**src/rtl/bru_pkg.sv**
```systemverilog
package bru_pkg;
  typedef enum logic [1:0] {
    BK_NONE = 2'b00,
    BK_BEQZ = 2'b01,
    BK_BNEZ = 2'b10,
    BK_JUMP = 2'b11
  } br_kind_e;
endpackage

```
**src/rtl/bru_cond.sv**
```systemverilog
module bru_cond
  import bru_pkg::*;
#(
  parameter int XLEN = 32
) (
  input  br_kind_e          kind_i,
  input  logic [XLEN-1:0]   operand_i,
  output logic              taken_o
);
  logic is_zero;
  assign is_zero = (operand_i == '0);

  always_comb begin
    unique case (kind_i)
      BK_BEQZ: taken_o = is_zero;
      BK_BNEZ: taken_o = !is_zero;
      BK_JUMP: taken_o = 1'b1;
      default: taken_o = 1'b0;
    endcase
  end
endmodule

```
**src/rtl/bru_target.sv**
```systemverilog
module bru_target #(
  parameter int XLEN  = 32,
  parameter int IMM_W = 16,
  parameter int JT_W  = 26
) (
  input  logic [XLEN-1:0]  seq_pc_i,
  input  logic [IMM_W-1:0] imm_i,
  input  logic [JT_W-1:0]  jtgt_i,
  input  logic             is_jump_i,
  output logic [XLEN-1:0]  target_o
);
  localparam int HI_W  = XLEN - JT_W - 2;
  localparam int EXT_W = XLEN - IMM_W - 2;

  logic [XLEN-1:0] disp;
  logic [XLEN-1:0] br_tgt;
  logic [XLEN-1:0] j_tgt;

  // word displacement -> byte offset
  assign disp   = {{EXT_W{imm_i[IMM_W-1]}}, imm_i, 2'b00};
  assign br_tgt = seq_pc_i + disp;
  assign j_tgt  = {seq_pc_i[XLEN-1 -: HI_W], jtgt_i, 2'b00};

  assign target_o = is_jump_i ? j_tgt : br_tgt;
endmodule

```
**src/rtl/bru_ifid.sv**
```systemverilog
module bru_ifid #(
  parameter int          XLEN = 32,
  parameter logic [31:0] NOP  = 32'h0
) (
  input  logic            clk_i,
  input  logic            rst_ni,
  input  logic            flush_i,
  input  logic            stall_i,
  input  logic [XLEN-1:0] instr_i,
  output logic [XLEN-1:0] instr_o
);
  always_ff @(posedge clk_i or negedge rst_ni) begin
    if (!rst_ni)      instr_o <= NOP[XLEN-1:0];
    else if (flush_i) instr_o <= NOP[XLEN-1:0];
    else if (!stall_i) instr_o <= instr_i;
  end

  assert_flush_nop_R7: assert property (@(posedge clk_i) disable iff (!rst_ni)
    flush_i |=> (instr_o == NOP[XLEN-1:0]));

  assert_stall_hold_R9: assert property (@(posedge clk_i) disable iff (!rst_ni)
    (stall_i && !flush_i) |=> $stable(instr_o));

  assert_pass_R8: assert property (@(posedge clk_i) disable iff (!rst_ni)
    (!stall_i && !flush_i) |=> (instr_o == $past(instr_i)));
endmodule

```
**src/rtl/branch_resolve_unit.sv**
```systemverilog
module branch_resolve_unit
  import bru_pkg::*;
#(
  parameter int          XLEN  = 32,
  parameter int          IMM_W = 16,
  parameter int          JT_W  = 26,
  parameter logic [31:0] NOP   = 32'h0
) (
  input  logic             clk_i,
  input  logic             rst_ni,
  input  logic             valid_i,
  input  logic [1:0]       br_kind_i,
  input  logic [XLEN-1:0]  rs_val_i,
  input  logic [IMM_W-1:0] imm_i,
  input  logic [JT_W-1:0]  jtgt_i,
  input  logic [XLEN-1:0]  seq_pc_i,
  input  logic             delay_mode_i,
  input  logic             dep_alu_i,
  input  logic [XLEN-1:0]  fetch_instr_i,
  output logic             redirect_o,
  output logic [XLEN-1:0]  target_o,
  output logic             flush_o,
  output logic             stall_o,
  output logic [XLEN-1:0]  dec_instr_o
);
  br_kind_e kind;
  logic     taken;
  logic     is_cond;
  logic     waited_q;
  logic     resolve;

  assign kind    = br_kind_e'(br_kind_i);
  assign is_cond = valid_i && ((kind == BK_BEQZ) || (kind == BK_BNEZ));

  bru_cond #(.XLEN(XLEN)) u_cond (
    .kind_i    (kind),
    .operand_i (rs_val_i),
    .taken_o   (taken)
  );

  bru_target #(.XLEN(XLEN), .IMM_W(IMM_W), .JT_W(JT_W)) u_target (
    .seq_pc_i  (seq_pc_i),
    .imm_i     (imm_i),
    .jtgt_i    (jtgt_i),
    .is_jump_i (kind == BK_JUMP),
    .target_o  (target_o)
  );

  // one-cycle wait for an ALU result feeding the zero test
  assign stall_o    = is_cond && dep_alu_i && !waited_q;
  assign resolve    = valid_i && !stall_o;
  assign redirect_o = resolve && taken;
  assign flush_o    = redirect_o && !delay_mode_i;

  always_ff @(posedge clk_i or negedge rst_ni) begin
    if (!rst_ni) waited_q <= 1'b0;
    else         waited_q <= stall_o;
  end

  bru_ifid #(.XLEN(XLEN), .NOP(NOP)) u_ifid (
    .clk_i   (clk_i),
    .rst_ni  (rst_ni),
    .flush_i (flush_o),
    .stall_i (stall_o),
    .instr_i (fetch_instr_i),
    .instr_o (dec_instr_o)
  );

  assert_flush_only_on_redirect_R5: assert property (@(posedge clk_i) disable iff (!rst_ni)
    flush_o |-> (redirect_o && !delay_mode_i));

  assert_no_flush_delayed_R6: assert property (@(posedge clk_i) disable iff (!rst_ni)
    delay_mode_i |-> !flush_o);

  assert_single_stall_R9: assert property (@(posedge clk_i) disable iff (!rst_ni)
    stall_o |=> !stall_o);

  assert_stall_no_redirect_R9: assert property (@(posedge clk_i) disable iff (!rst_ni)
    stall_o |-> !redirect_o);

  assert_idle_R10: assert property (@(posedge clk_i) disable iff (!rst_ni)
    !valid_i |-> (!redirect_o && !flush_o && !stall_o));

  assert_jump_no_stall_R10: assert property (@(posedge clk_i) disable iff (!rst_ni)
    (valid_i && kind == BK_JUMP) |-> (redirect_o && !stall_o));
endmodule

```
**config.mk**
```make
export PLATFORM = sky130hd
export DESIGN_NAME = branch_resolve_unit
export DESIGN_NICKNAME = d
export VERILOG_FILES = /design/src/rtl/bru_pkg.sv /design/src/rtl/bru_cond.sv /design/src/rtl/bru_target.sv /design/src/rtl/bru_ifid.sv /design/src/rtl/branch_resolve_unit.sv
export SDC_FILE = /design/constraint.sdc
export NUM_CORES = 1
export LEC_CHECK = 0
export BUFFER_PORTS_ARGS = -buffer_cell sky130_fd_sc_hd__buf_2
export CORE_UTILIZATION = 46
export DETAILED_ROUTE_END_ITERATION = 8
export PLACE_DENSITY = 0.95
export SYNTH_ARGS = -nofsm -noshare
export SYNTH_HDL_FRONTEND = slang
export SYNTH_SLANG_ARGS = --single-unit
```
**constraint.sdc**
```tcl
create_clock -name clk_i -period 8.42 [get_ports clk_i]
set_input_delay 0.842 -clock clk_i [delete_from_list [all_inputs] [get_ports clk_i]]
set_output_delay 0.842 -clock clk_i [all_outputs]
set_load 0.005 [all_outputs]
```
==> PnR_summary.wiki, run 1 <==
{| class="wikitable"
! Metric !! Value
|-
| Status || complete, no violations
|-
| Number of storage elements in the synthesis netlist || 33
|-
| Highest cell delay on the worst timing path || 0.36 ns
|-
| Critical path required time || 7.58 ns
|-
| Relative contribution of combinational cells to total power || 42.6%
|-
| Main synth FF type || sky130_fd_sc_hd__dfrtp_1
|-
| CTS clock-pin slew for the worst setup and hold paths || around 0.070 ns
|-
| FP Rows || 29
|-
| Slowest stage cell, crit path || sky130_fd_sc_hd__or3_1
|-
| Vias per Instance || 5.46
|-
| EDFF count, synth || 0
|-
| RSZ-0062 raised after global routing || no
|-
| Sum of buffers and inverters on the critical path || 2
|-
| # Max-Cap Violations || 0
|-
| Number of global-route vias before repair || around 3700
|-
| Final setup violation count || 0
|-
| Synthesized cell area || slightly above 3000 um^2
|-
| First-pass DRT Iterations || 4
|-
| Net Sw Frac || 34.0%
|-
| Clock net sink count || 33
|-
| Number of distinct library cells after synthesis || 45
|-
| Total grt overflow || 0
|-
| Synthesized area divided by synthesized cell count || 7.57 um^2
|-
| Port Buffers || roughly 210
|-
| Pint || 0.379 mW
|-
| GPL Wtd Cong || 0.882
|-
| Final max-slew violation count || 0
|-
| Ordered list of cells on the worst path || buf_2, ha_1, a21o_1, a21o_1, a21o_1, or3_1, nor3_1, nor2_1, a41o_1, o221ai_1, mux2i_1, xnor2_1, buf_2
|-
| Worst hold margin || around 0.47 ns
|-
| NetSw || between 0.15 and 0.2 mW
|-
| Clock group share of total power || between 20 and 30%
|-
| Clock latency at the later pin of the worst-skew pair || roughly 0.28 ns
|-
| CTS buffer count || 5
|-
| Number of gates on the worst path with buffers counted || 13
|-
| Number of endpoints with negative hold slack in the final report || 0
|-
| Area added between synthesis and finish || 39.9%
|-
| Placed wire-length estimate || around 8000 um
|-
| DIE AREA || around 7000 um^2
|-
| Type of the worst setup path || input port to output port
|-
| Total Wirelength || a little under 10000 um
|-
| Root buf cell || sky130_fd_sc_hd__clkbuf_8
|-
| Starting utilization of the core area || 48.0%
|-
| Achievable clock frequency || 220 MHz
|-
| Part of the cycle the worst path needs || 54.0%
|-
| Highest-count cells in the layout ignoring fill and taps || 211 x sky130_fd_sc_hd__buf_2, 104 x sky130_fd_sc_hd__nand2_1, 67 x sky130_fd_sc_hd__o21ai_0
|-
| Share of power burned in registers || 31.7%
|-
| Initial antenna violation count || 0
|-
| Hold_buf cts || 0
|-
| Arr. time, crit path || 3.71 ns
|-
| Syn Nets || around 580
|-
| Count of boundary I/O pins || 212
|-
| Setup TNS || 0 ns
|-
| Drt drc || 0
|-
| Most common cell after layout, fill and taps aside || sky130_fd_sc_hd__buf_2
|-
| Clock Skew || 0.00580 ns
|-
| Sequential fraction of the synthesis area || a little over a quarter
|-
| Number of cells produced by synthesis || 405
|-
| Total track usage || roughly 28%
|-
| Leakage dissipation || 2.31 nW
|-
| Resized cells post-CTS || 0
|-
| Most frequent cell on the critical path || sky130_fd_sc_hd__a21o_1
|-
| # Post-CTS Setup Buffers || 0
|-
| Fraction of registers with async set or reset after synthesis || 100%
|-
| Wire length per cell || 14.4 um
|-
| Total power per unit cell area || 134 nW/um^2
|-
| Crit path capture type || output port
|-
| Count of cells along the worst register-to-register path || 6
|-
| Worst relative slew slack || 33.4%
|-
| Hold-critical path depth || 2
|-
| Post-layout net count || 783
|-
| TritonCTS clock tree || done
|-
| VDD IR max || 0.000117 V
|-
| Flop2flop setup slack || around 6.7 ns
|-
| Total chip power || 0.574 mW
|-
| Kind of launch point of the worst setup path || input port
|-
| Wire length of the first global-routing pass || 16100 um
|-
| Max H-tree Level || 2
|-
| Starting DRT DRC Count || 113
|-
| Cell family with most CP delay || compound AO/OA/AOI/OAI gates
|-
| DR vias || around 3700
|-
| Floorplan Core Area || 6390 um^2
|-
| Final min period || approximately 4.6 ns
|-
| Largest net degree at the start of global routing || 61
|-
| Count of yosys warnings during synthesis || 0
|-
| Fraction of layout instances using a drive strength above 1 || 37.7%
|-
| Fillcell total || 546
|-
| Antenna-violating nets left || 0
|-
| Tightest Pin Transition || roughly 1 ns
|-
| Die Span Y || 83.6 um
|-
| Type of the most critical hold path || flop to flop
|-
| Longest Clk Path Bufs || 2
|-
| Width of the die || 83.6 um
|-
| Antenna diode count || 0
|-
| Maximum fanout along the worst path || 16
|}
layer usage:
layer	vias to the layer above	track usage (%)	wire (um)
li1	1842	-	-
met1	1689	29.9	3890
met5	-	0	0
met2	184	53.0	5020
met3	24	4.55	685
met4	0	10.9	254
registers in the layout (all words and copies together), names as in the netlist:
register and cells:
waited_q 1, u_ifid.instr_o 32
layout make-up:
| type | count | area, um^2 | share of cell area [%] |
|---|---|---|---|
| timing repair buffer | 213 | 1070 | 25.0 |
| multi-input combinational | 346 | 2150 | 50.1 |
| inverter | 8 | 30.0 | 0.701 |
| clock buffer | 5 | 68.8 | 1.61 |
| sequential | 33 | 826 | 19.3 |
| clock inverter | 3 | 46.3 | 1.08 |
| tap | 77 | 96.3 | 2.25 |
cells in the mapped netlist (all sizes together), types with 2 or more instances:
library cell  instances  area, um^2
nor2b                 4        25.0
xor2                 11        96.3
o21ai                68         340
clkbuf               16        60.1
nand2b                5        31.3
or2                   2        12.5
nand4                 3        18.8
mux2                  2        22.5
ha                   30         375
o21bai                2        15.0
o31ai                 2        15.0
mux2i                 2        20.0
nor4                  9        56.3
and3                  2        12.5
a31oi                 5        46.3
a21oi                21         109
nand2               104         390
and4                  4        35.0
a211oi                5        37.5
a211o                 2        17.5
nor3                  5        25.0
nand3                 5        25.0
buf                   2        7.51
inv                   8        30.0
nor2                  7        26.3
xnor2                14         123
a21o                 18         135
dfrtp                33         826
tightest hold or removal path, stage by stage (launching register included):
cell	delay, ns
sky130_fd_sc_hd__dfrtp_1	0.34
sky130_fd_sc_hd__nand2_1	0.04
sky130_fd_sc_hd__o21ai_0	0.06
worst paths after layout:
check | startpoint | to
max | imm_i[15] | target_o[31]
min | u_ifid.instr_o[31] | u_ifid.instr_o[31]
max reg2reg | waited_q | u_ifid.instr_o[16]
min reg2reg | u_ifid.instr_o[31] | u_ifid.instr_o[31]
max in group asynchronous | rst_ni | u_ifid.instr_o[28]
min in group asynchronous | rst_ni | u_ifid.instr_o[19]
power groups by stage:
stage                     Sequential [mW]  Clock, mW  Combinational, mW
final                               0.182      0.148              0.244
after global routing                0.184      0.157              0.270
after CTS                           0.182      0.150              0.243
after detailed placement            0.184          0              0.242
after global placement              0.184          0              0.235
after floorplan                     0.185          0              0.132
metrics by stage:
stage               utilization, %  setup slack (ns)  cells  area [um^2]
floorplan                        -              4.31    405         3060
global placement              65.3              3.95    677         4170
detailed placement            65.3              3.90    677         4170
CTS                           67.1              3.90    685         4290
global route                  67.1              3.65    685         4290
finish                        67.1              3.87    685         4290
cells by family (layout without fill, tap and decap cells):
family	count (synthesis)	after routing	share of synthesized area, %
simple gates	153	153	22.2
mux	4	4	1.39
xor+xnor	25	25	7.15
flops	33	33	26.9
compound gates	133	133	26.3
fa+ha+maj	31	31	12.9
buf+inv	26	229	3.19
(Power assumes the default switching activity.)
==> inputs of run 2 (changes only) <==
Settings changed: CORE_UTILIZATION 46 to 38, PLACE_DENSITY 0.95 to 0.88.
Clock period 8.42 ns to 4.1 ns, I/O delays scaled along.
==> PnR_summary.wiki, run 2 (synthesis results as in run 1) <==
{| class="wikitable"
! Metric !! Value
|-
| Highest-count cells in the layout ignoring fill and taps || 211 x sky130_fd_sc_hd__buf_2, 104 x sky130_fd_sc_hd__nand2_1, 67 x sky130_fd_sc_hd__o21ai_0
|-
| # Max-Cap Violations || 0
|-
| First-pass DRT Iterations || 4
|-
| FP Rows || 32
|-
| Arr. time, crit path || 3.24 ns
|-
| CP Launch Point || imm_i[15]
|-
| Kind of launch point of the worst setup path || input port
|-
| Achievable clock frequency || 274 MHz
|-
| Tightest Pin Transition || 1.01 ns
|-
| Register bank with the most flops || u_ifid.instr_o
|-
| # Post-CTS Setup Buffers || 0
|-
| Width of the die || 91.8 um
|-
| Final setup violation count || 0
|-
| Placed wire-length estimate || 7770 um
|-
| Most common cell after layout, fill and taps aside || sky130_fd_sc_hd__buf_2
|-
| Clock Skew || 0.00615 ns
|-
| Max H-tree Level || 2
|-
| Total Wirelength || 9620 um
|-
| TritonCTS clock tree || done
|-
| DIE AREA || 8430 um^2
|-
| Port Buffers || 211
|-
| Total area of multi-input combinational cells || 2150 um^2
|-
| Hold_buf cts || 0
|-
| Antenna diode count || 0
|-
| Area taken by flip-flops and latches || 826 um^2
|-
| Total grt overflow || 0
|-
| Starting DRT DRC Count || 95
|-
| Number of global-route vias before repair || between 3000 and 4000
|-
| Fillcell total || 750
|-
| Drt drc || 0
|-
| Number of endpoints with negative hold slack in the final report || 0
|-
| Starting utilization of the core area || 39.4%
|-
| Crit path capture type || output port
|-
| Status || complete, no violations
|-
| Antenna-violating nets left || 0
|-
| Vias per Instance || 5.15
|-
| Initial antenna violation count || 0
|-
| Clock latency at the later pin of the worst-skew pair || 0.28 ns
|-
| Leakage dissipation || 2.32 nW
|-
| Total chip power || 1.19 mW
|-
| Type of the worst setup path || input port to output port
|-
| Total track usage || around 22%
|-
| Largest net degree at the start of global routing || 36
|-
| Root buf cell || sky130_fd_sc_hd__clkbuf_8
|-
| Post-layout net count || 784
|-
| Resized cells post-CTS || 0
|-
| Maximum fanout along the worst path || 16
|-
| Final min period || 3.65 ns
|-
| VDD IR max || 0.000238 V
|-
| Wire length of the first global-routing pass || 15300 um
|-
| Setup TNS || 0 ns
|-
| Setup slack after placement || 0.454 ns
|-
| Longest Clk Path Bufs || 2
|-
| Total power per unit cell area || 274 nW/um^2
|-
| CTS buffer count || 5
|-
| Count of boundary I/O pins || 212
|-
| Area added between synthesis and finish || 41.2%
|-
| Wire length per cell || 13.5 um
|-
| Type of the most critical hold path || input port to async pin
|-
| Final critical-path setup slack || 0.450 ns
|-
| CTS clock-pin slew for the worst setup and hold paths || 0.07 ns
|-
| Critical path required time || 3.69 ns
|-
| Max FFs per register || 32
|-
| Floorplan Core Area || 7770 um^2
|-
| Fraction of layout instances using a drive strength above 1 || 37.6%
|-
| RSZ-0062 raised after global routing || no
|-
| Leading registers by flop count || u_ifid.instr_o (32), waited_q (1)
|-
| Worst R2R Start || waited_q
|-
| Final max-slew violation count || 0
|-
| DR vias || between 3000 and 4000
|-
| GPL Wtd Cong || 0.896
|-
| Part of the cycle the worst path needs || 89.0%
|-
| Worst relative slew slack || between 30 and 40%
|-
| Die Span Y || roughly 92 um
|-
| Clock net sink count || 33
|}
[run 2: routing by layer]
layer / vias up / wire, um / GRT usage, %
li1: 1846 / - / -
met1: 1665 / 4000 / 26.5
met2: 136 / 4830 / 40.9
met3: 17 / 609 / 3.57
met4: 0 / 183 / 6.12
met5: - / 0 / 0
[run 2: where the power goes]
part	total (mW)	leakage [nW]	internal [mW]	switching, mW
Clock	0.316	0.0585	0.198	0.118
Combinational	0.498	1.86	0.240	0.257
Sequential	0.372	0.399	0.357	0.0154
Total	1.19	2.32	0.795	0.390
[run 2: final cells by class]
| class | count | share of cell area (%) |
|---|---|---|
| flip-flops and latches | 33 | 19.1 |
| clock buffers | 7 | 2.00 |
| well taps | 102 | 2.95 |
| inverters | 8 | 0.694 |
| repair buffers | 214 | 24.9 |
| multi-input cells | 346 | 49.7 |
| clock inverters | 1 | 0.694 |
[run 2: critical path, cell delays in order]
cell	delay, ns
sky130_fd_sc_hd__buf_2	0.27
sky130_fd_sc_hd__ha_1	0.34
sky130_fd_sc_hd__a21o_1	0.19
sky130_fd_sc_hd__a21o_1	0.18
sky130_fd_sc_hd__a21o_1	0.21
sky130_fd_sc_hd__or3_1	0.35
sky130_fd_sc_hd__nor3_1	0.13
sky130_fd_sc_hd__nor2_1	0.09
sky130_fd_sc_hd__a41o_1	0.25
sky130_fd_sc_hd__o221ai_1	0.22
sky130_fd_sc_hd__mux2i_1	0.26
sky130_fd_sc_hd__xnor2_1	0.18
sky130_fd_sc_hd__buf_2	0.16
[run 2: path summary, 6_finish.rpt]
path                                       to  slack [ns]  depth (start not counted)
setup / recovery                 target_o[31]        0.45                         13
hold / removal             u_ifid.instr_o[11]        0.19                          1
setup reg to reg            u_ifid.instr_o[9]        2.26                          5
hold reg to reg             u_ifid.instr_o[7]        0.48                          2
max in group asynchronous            waited_q        3.45                          1
min in group clk_i          u_ifid.instr_o[7]        0.36                          3
[run 2: metrics by stage]
| step | std cells | utilization (%) | cell area, um^2 | hold slack, ns |
|---|---|---|---|---|
| floorplan | 405 | - | 3060 | 0.114 |
| global placement | 703 | 54.2 | 4210 | 0.456 |
| finish | 711 | 55.7 | 4330 | 0.188 |
| detailed placement | 703 | 54.2 | 4210 | 0.465 |
| global route | 711 | 55.7 | 4330 | 0.254 |
| CTS | 711 | 55.7 | 4330 | 0.214 |
==> inputs of run 3 (changes only) <==
Settings changed: CORE_UTILIZATION 38 to 40, PLACE_DENSITY 0.88 to 0.89, SYNTH_HIERARCHICAL from default to 1.
==> PnR_summary.wiki, run 3 <==
{| class="wikitable"
! Metric !! Value
|-
| Leading registers by flop count || u_ifid/instr_o (32), waited_q (1)
|-
| Max FFs per register || 32
|-
| Worst relative slew slack || 52.6%
|-
| Part of the cycle the worst path needs || 87.8%
|-
| RSZ-0062 raised after global routing || no
|-
| Fraction of synthesized cell area in xor and xnor cells || 5.77%
|-
| Count of boundary I/O pins || between 200 and 250
|-
| Highest cell delay on the worst timing path || 0.44 ns
|-
| Placed wire-length estimate || 8740 um
|-
| Total Wirelength || 10600 um
|-
| Flop2flop setup slack || 2.18 ns
|-
| Final setup violation count || 0
|-
| Cell Count, Final, Fillers Out || just over 700
|-
| Final critical-path setup slack || between 0.5 and 0.6 ns
|-
| Starting DRT DRC Count || around 120
|-
| Port Buffers || 211
|-
| Worst setup path end || target_o[26]
|-
| Arr. time, crit path || around 3.2 ns
|-
| Die Span Y || 93.4 um
|-
| Cells after DPL || 709
|-
| Most frequent cell on the critical path || sky130_fd_sc_hd__buf_2
|-
| Type of the most critical hold path || input port to async pin
|-
| Hold_buf cts || 0
|-
| Resized cells post-CTS || 0
|-
| Floorplan Core Area || 7890 um^2
|-
| Kind of launch point of the worst setup path || input port
|-
| Cell types with the highest counts after synthesis || 46 x sky130_fd_sc_hd__nand2_1, 46 x sky130_fd_sc_hd__nor2_1, 33 x sky130_fd_sc_hd__dfrtp_1
|-
| Fraction of layout instances using a drive strength above 1 || 38.0%
|-
| TritonCTS clock tree || done
|-
| Highest-count cells in the layout ignoring fill and taps || 211 x sky130_fd_sc_hd__buf_2, 46 x sky130_fd_sc_hd__nand2_1, 46 x sky130_fd_sc_hd__nor2_1
|-
| Proportion of synthesized area in mux cells || 10.9%
|-
| Number of endpoints with negative hold slack in the final report || 0
|-
| Drt drc || 0
|-
| Largest net degree at the start of global routing || 55
|-
| Number of storage elements in the synthesis netlist || 33
|-
| Syn Nets || approximately 580
|-
| Number of gates on the worst path with buffers counted || 12
|-
| GPL Wtd Cong || 0.910
|-
| DIE AREA || 8720 um^2
|-
| Longest Clk Path Bufs || 2
|-
| Worst R2R Start || waited_q
|-
| Wire length of the first global-routing pass || 16200 um
|-
| Antenna diode count || 0
|-
| Achievable clock frequency || roughly 280 MHz
|-
| Top post-synthesis cells by area || sky130_fd_sc_hd__dfrtp_1 25%, sky130_fd_sc_hd__ha_1 11%, sky130_fd_sc_hd__mux2i_1 9.6%, sky130_fd_sc_hd__nand2_1 5.2%, sky130_fd_sc_hd__nor2_1 5.2%
|-
| Capturing point of the worst reg2reg path || u_ifid/instr_o[7]
|-
| Total chip power || roughly 1.2 mW
|-
| Sequential fraction of the synthesis area || 24.7%
|-
| EDFF count, synth || 0
|-
| Post-layout net count || 790
|-
| Number of distinct library cells after synthesis || 51
|-
| Synthesized cell area || 3340 um^2
|-
| Clock Skew || 0.00604 ns
|-
| Register bank with the most flops || u_ifid/instr_o
|-
| Max H-tree Level || 2
|-
| First-pass DRT Iterations || 4
|-
| Simple-Gate Fraction of Synth Area || about a fifth
|-
| Area taken by flip-flops and latches || 826 um^2
|-
| Fraction of the mapped netlist area in compound gates || 23.8%
|-
| Crit path capture type || output port
|-
| Final min period || 3.60 ns
|-
| Setup slack after placement || about 0.56 ns
|-
| # Post-CTS Setup Buffers || 0
|-
| Width of the die || 93.4 um
|-
| Vias per Instance || 5.40
|-
| Dominant combinational cell family by area after synthesis || compound AO/OA/AOI/OAI gates
|-
| Main synth FF type || sky130_fd_sc_hd__dfrtp_1
|-
| Count of cells along the worst register-to-register path || 5
|-
| Wire length per cell || around 15 um
|-
| Critical path required time || 3.69 ns
|-
| Type of the worst setup path || input port to output port
|-
| Fraction of registers with async set or reset after synthesis || 100%
|-
| Synthesized area divided by synthesized cell count || just over 8 um^2
|-
| Total grt overflow || 0
|-
| Post-synthesis cell type with the largest combined area || sky130_fd_sc_hd__dfrtp_1
|-
| # Max-Cap Violations || 0
|-
| Initial antenna violation count || 0
|-
| DR vias || between 3000 and 4000
|-
| Tightest Pin Transition || 0.710 ns
|-
| Ordered list of cells on the worst path || buf_2, ha_1, fa_1, a21o_1, a221oi_2, o41ai_1, o31a_1, o21ai_2, a21oi_1, o21a_1, o31ai_1, buf_2
|-
| CP Launch Point || imm_i[0]
|-
| Total power per unit cell area || 268 nW/um^2
|-
| Slowest stage cell, crit path || sky130_fd_sc_hd__fa_1
|-
| Cell family with most CP delay || compound AO/OA/AOI/OAI gates
|-
| FP Rows || 32
|-
| Setup TNS || 0 ns
|-
| Total track usage || a little under a quarter
|-
| Clock net sink count || 33
|-
| Root buf cell || sky130_fd_sc_hd__clkbuf_8
|-
| Maximum fanout along the worst path || 4
|-
| Status || complete, no violations
|-
| Final max-slew violation count || 0
|-
| Fraction of post-synthesis cell area in the top cell type by area || 24.7%
|-
| Most common cell after layout, fill and taps aside || sky130_fd_sc_hd__buf_2
|-
| Sum of buffers and inverters on the critical path || 2
|-
| VDD IR max || 0.000256 V
|-
| Starting utilization of the core area || 42.4%
|-
| Total area of multi-input combinational cells || 2390 um^2
|-
| Leakage dissipation || 2.31 nW
|-
| Share of synthesized cell area in full adder, half adder and majority cells || 11.8%
|-
| Clock latency at the later pin of the worst-skew pair || 0.28 ns
|-
| Antenna-violating nets left || 0
|-
| Count of yosys warnings during synthesis || 6
|-
| Fillcell total || 739
|-
| Number of cells produced by synthesis || 407
|-
| Area added between synthesis and finish || 36.6%
|-
| CTS clock-pin slew for the worst setup and hold paths || 0.07 ns
|-
| CTS buffer count || 5
|-
| Number of global-route vias before repair || 3672
|}
run 3: cell types whose count changed in the layout (fill, tap and decap cells not counted), moves of 4 or more:
cell / previous run / this run
sky130_fd_sc_hd__o21ai_1: 1 / 7
sky130_fd_sc_hd__o21a_1: 1 / 8
sky130_fd_sc_hd__a21oi_1: 20 / 32
sky130_fd_sc_hd__nor2_1: 7 / 46
sky130_fd_sc_hd__mux2i_1: 2 / 32
sky130_fd_sc_hd__nand2_1: 104 / 46
sky130_fd_sc_hd__a21o_1: 18 / 14
sky130_fd_sc_hd__o211ai_1: 1 / 5
sky130_fd_sc_hd__o21ai_0: 67 / 32
sky130_fd_sc_hd__and2_1: 1 / 7
sky130_fd_sc_hd__and4_1: 4 / 0
run 3: final cells by class:
class / instances / share of cell area [%]
clock buffer: 7 / 1.89
clock inverter: 1 / 0.658
inverter: 8 / 0.658
multi-input combinational: 352 / 52.3
sequential: 33 / 18.1
tap: 102 / 2.80
timing repair buffer: 214 / 23.6
run 3: where the power goes:
group,leakage (nW),switching [mW],total [mW],internal (mW)
Sequential,0.395,0.0167,0.372,0.355
Combinational,1.85,0.283,0.538,0.254
Clock,0.0585,0.117,0.315,0.198
run 3: worst min-delay path by stage:
stage | startpoint | to | cells after the start
after floorplan | rst_ni | u_ifid/instr_o[0] | 0
after global placement | rst_ni | u_ifid/instr_o[29] | 1
after detailed placement | rst_ni | u_ifid/instr_o[19] | 1
after CTS | rst_ni | u_ifid/instr_o[30] | 1
after global routing | rst_ni | u_ifid/instr_o[30] | 1
final | rst_ni | u_ifid/instr_o[30] | 1
run 3: cell families (layout without fill, tap and decap cells):
family | after synthesis | in the layout
XOR/XNOR | 22 | 22
AO/OA/AOI/OAI | 126 | 126
flip-flops | 33 | 33
buffers and inverters | 22 | 230
adder cells (fa/ha/maj) | 31 | 31
multiplexers | 36 | 36
AND/OR/NAND/NOR | 137 | 137
run 3: per-layer routing:
| layer | up-vias | GRT usage (%) | wire [um] |
|---|---|---|---|
| met3 | 18 | 3.09 | 744 |
| met4 | 0 | 7.82 | 216 |
| li1 | 1893 | - | - |
| met1 | 1779 | 27.5 | 4260 |
| met2 | 183 | 43.1 | 5390 |
| met5 | - | 0 | 0 |
run 3: stage by stage:
step | util, % | instance area (um^2) | hold WS [ns]
after floorplan | - | 3340 | 0.114
after global placement | 56.4 | 4450 | 0.495
after detailed placement | 56.4 | 4450 | 0.504
after CTS | 57.9 | 4560 | 0.197
after global routing | 57.9 | 4560 | 0.233
final | 57.9 | 4560 | 0.175
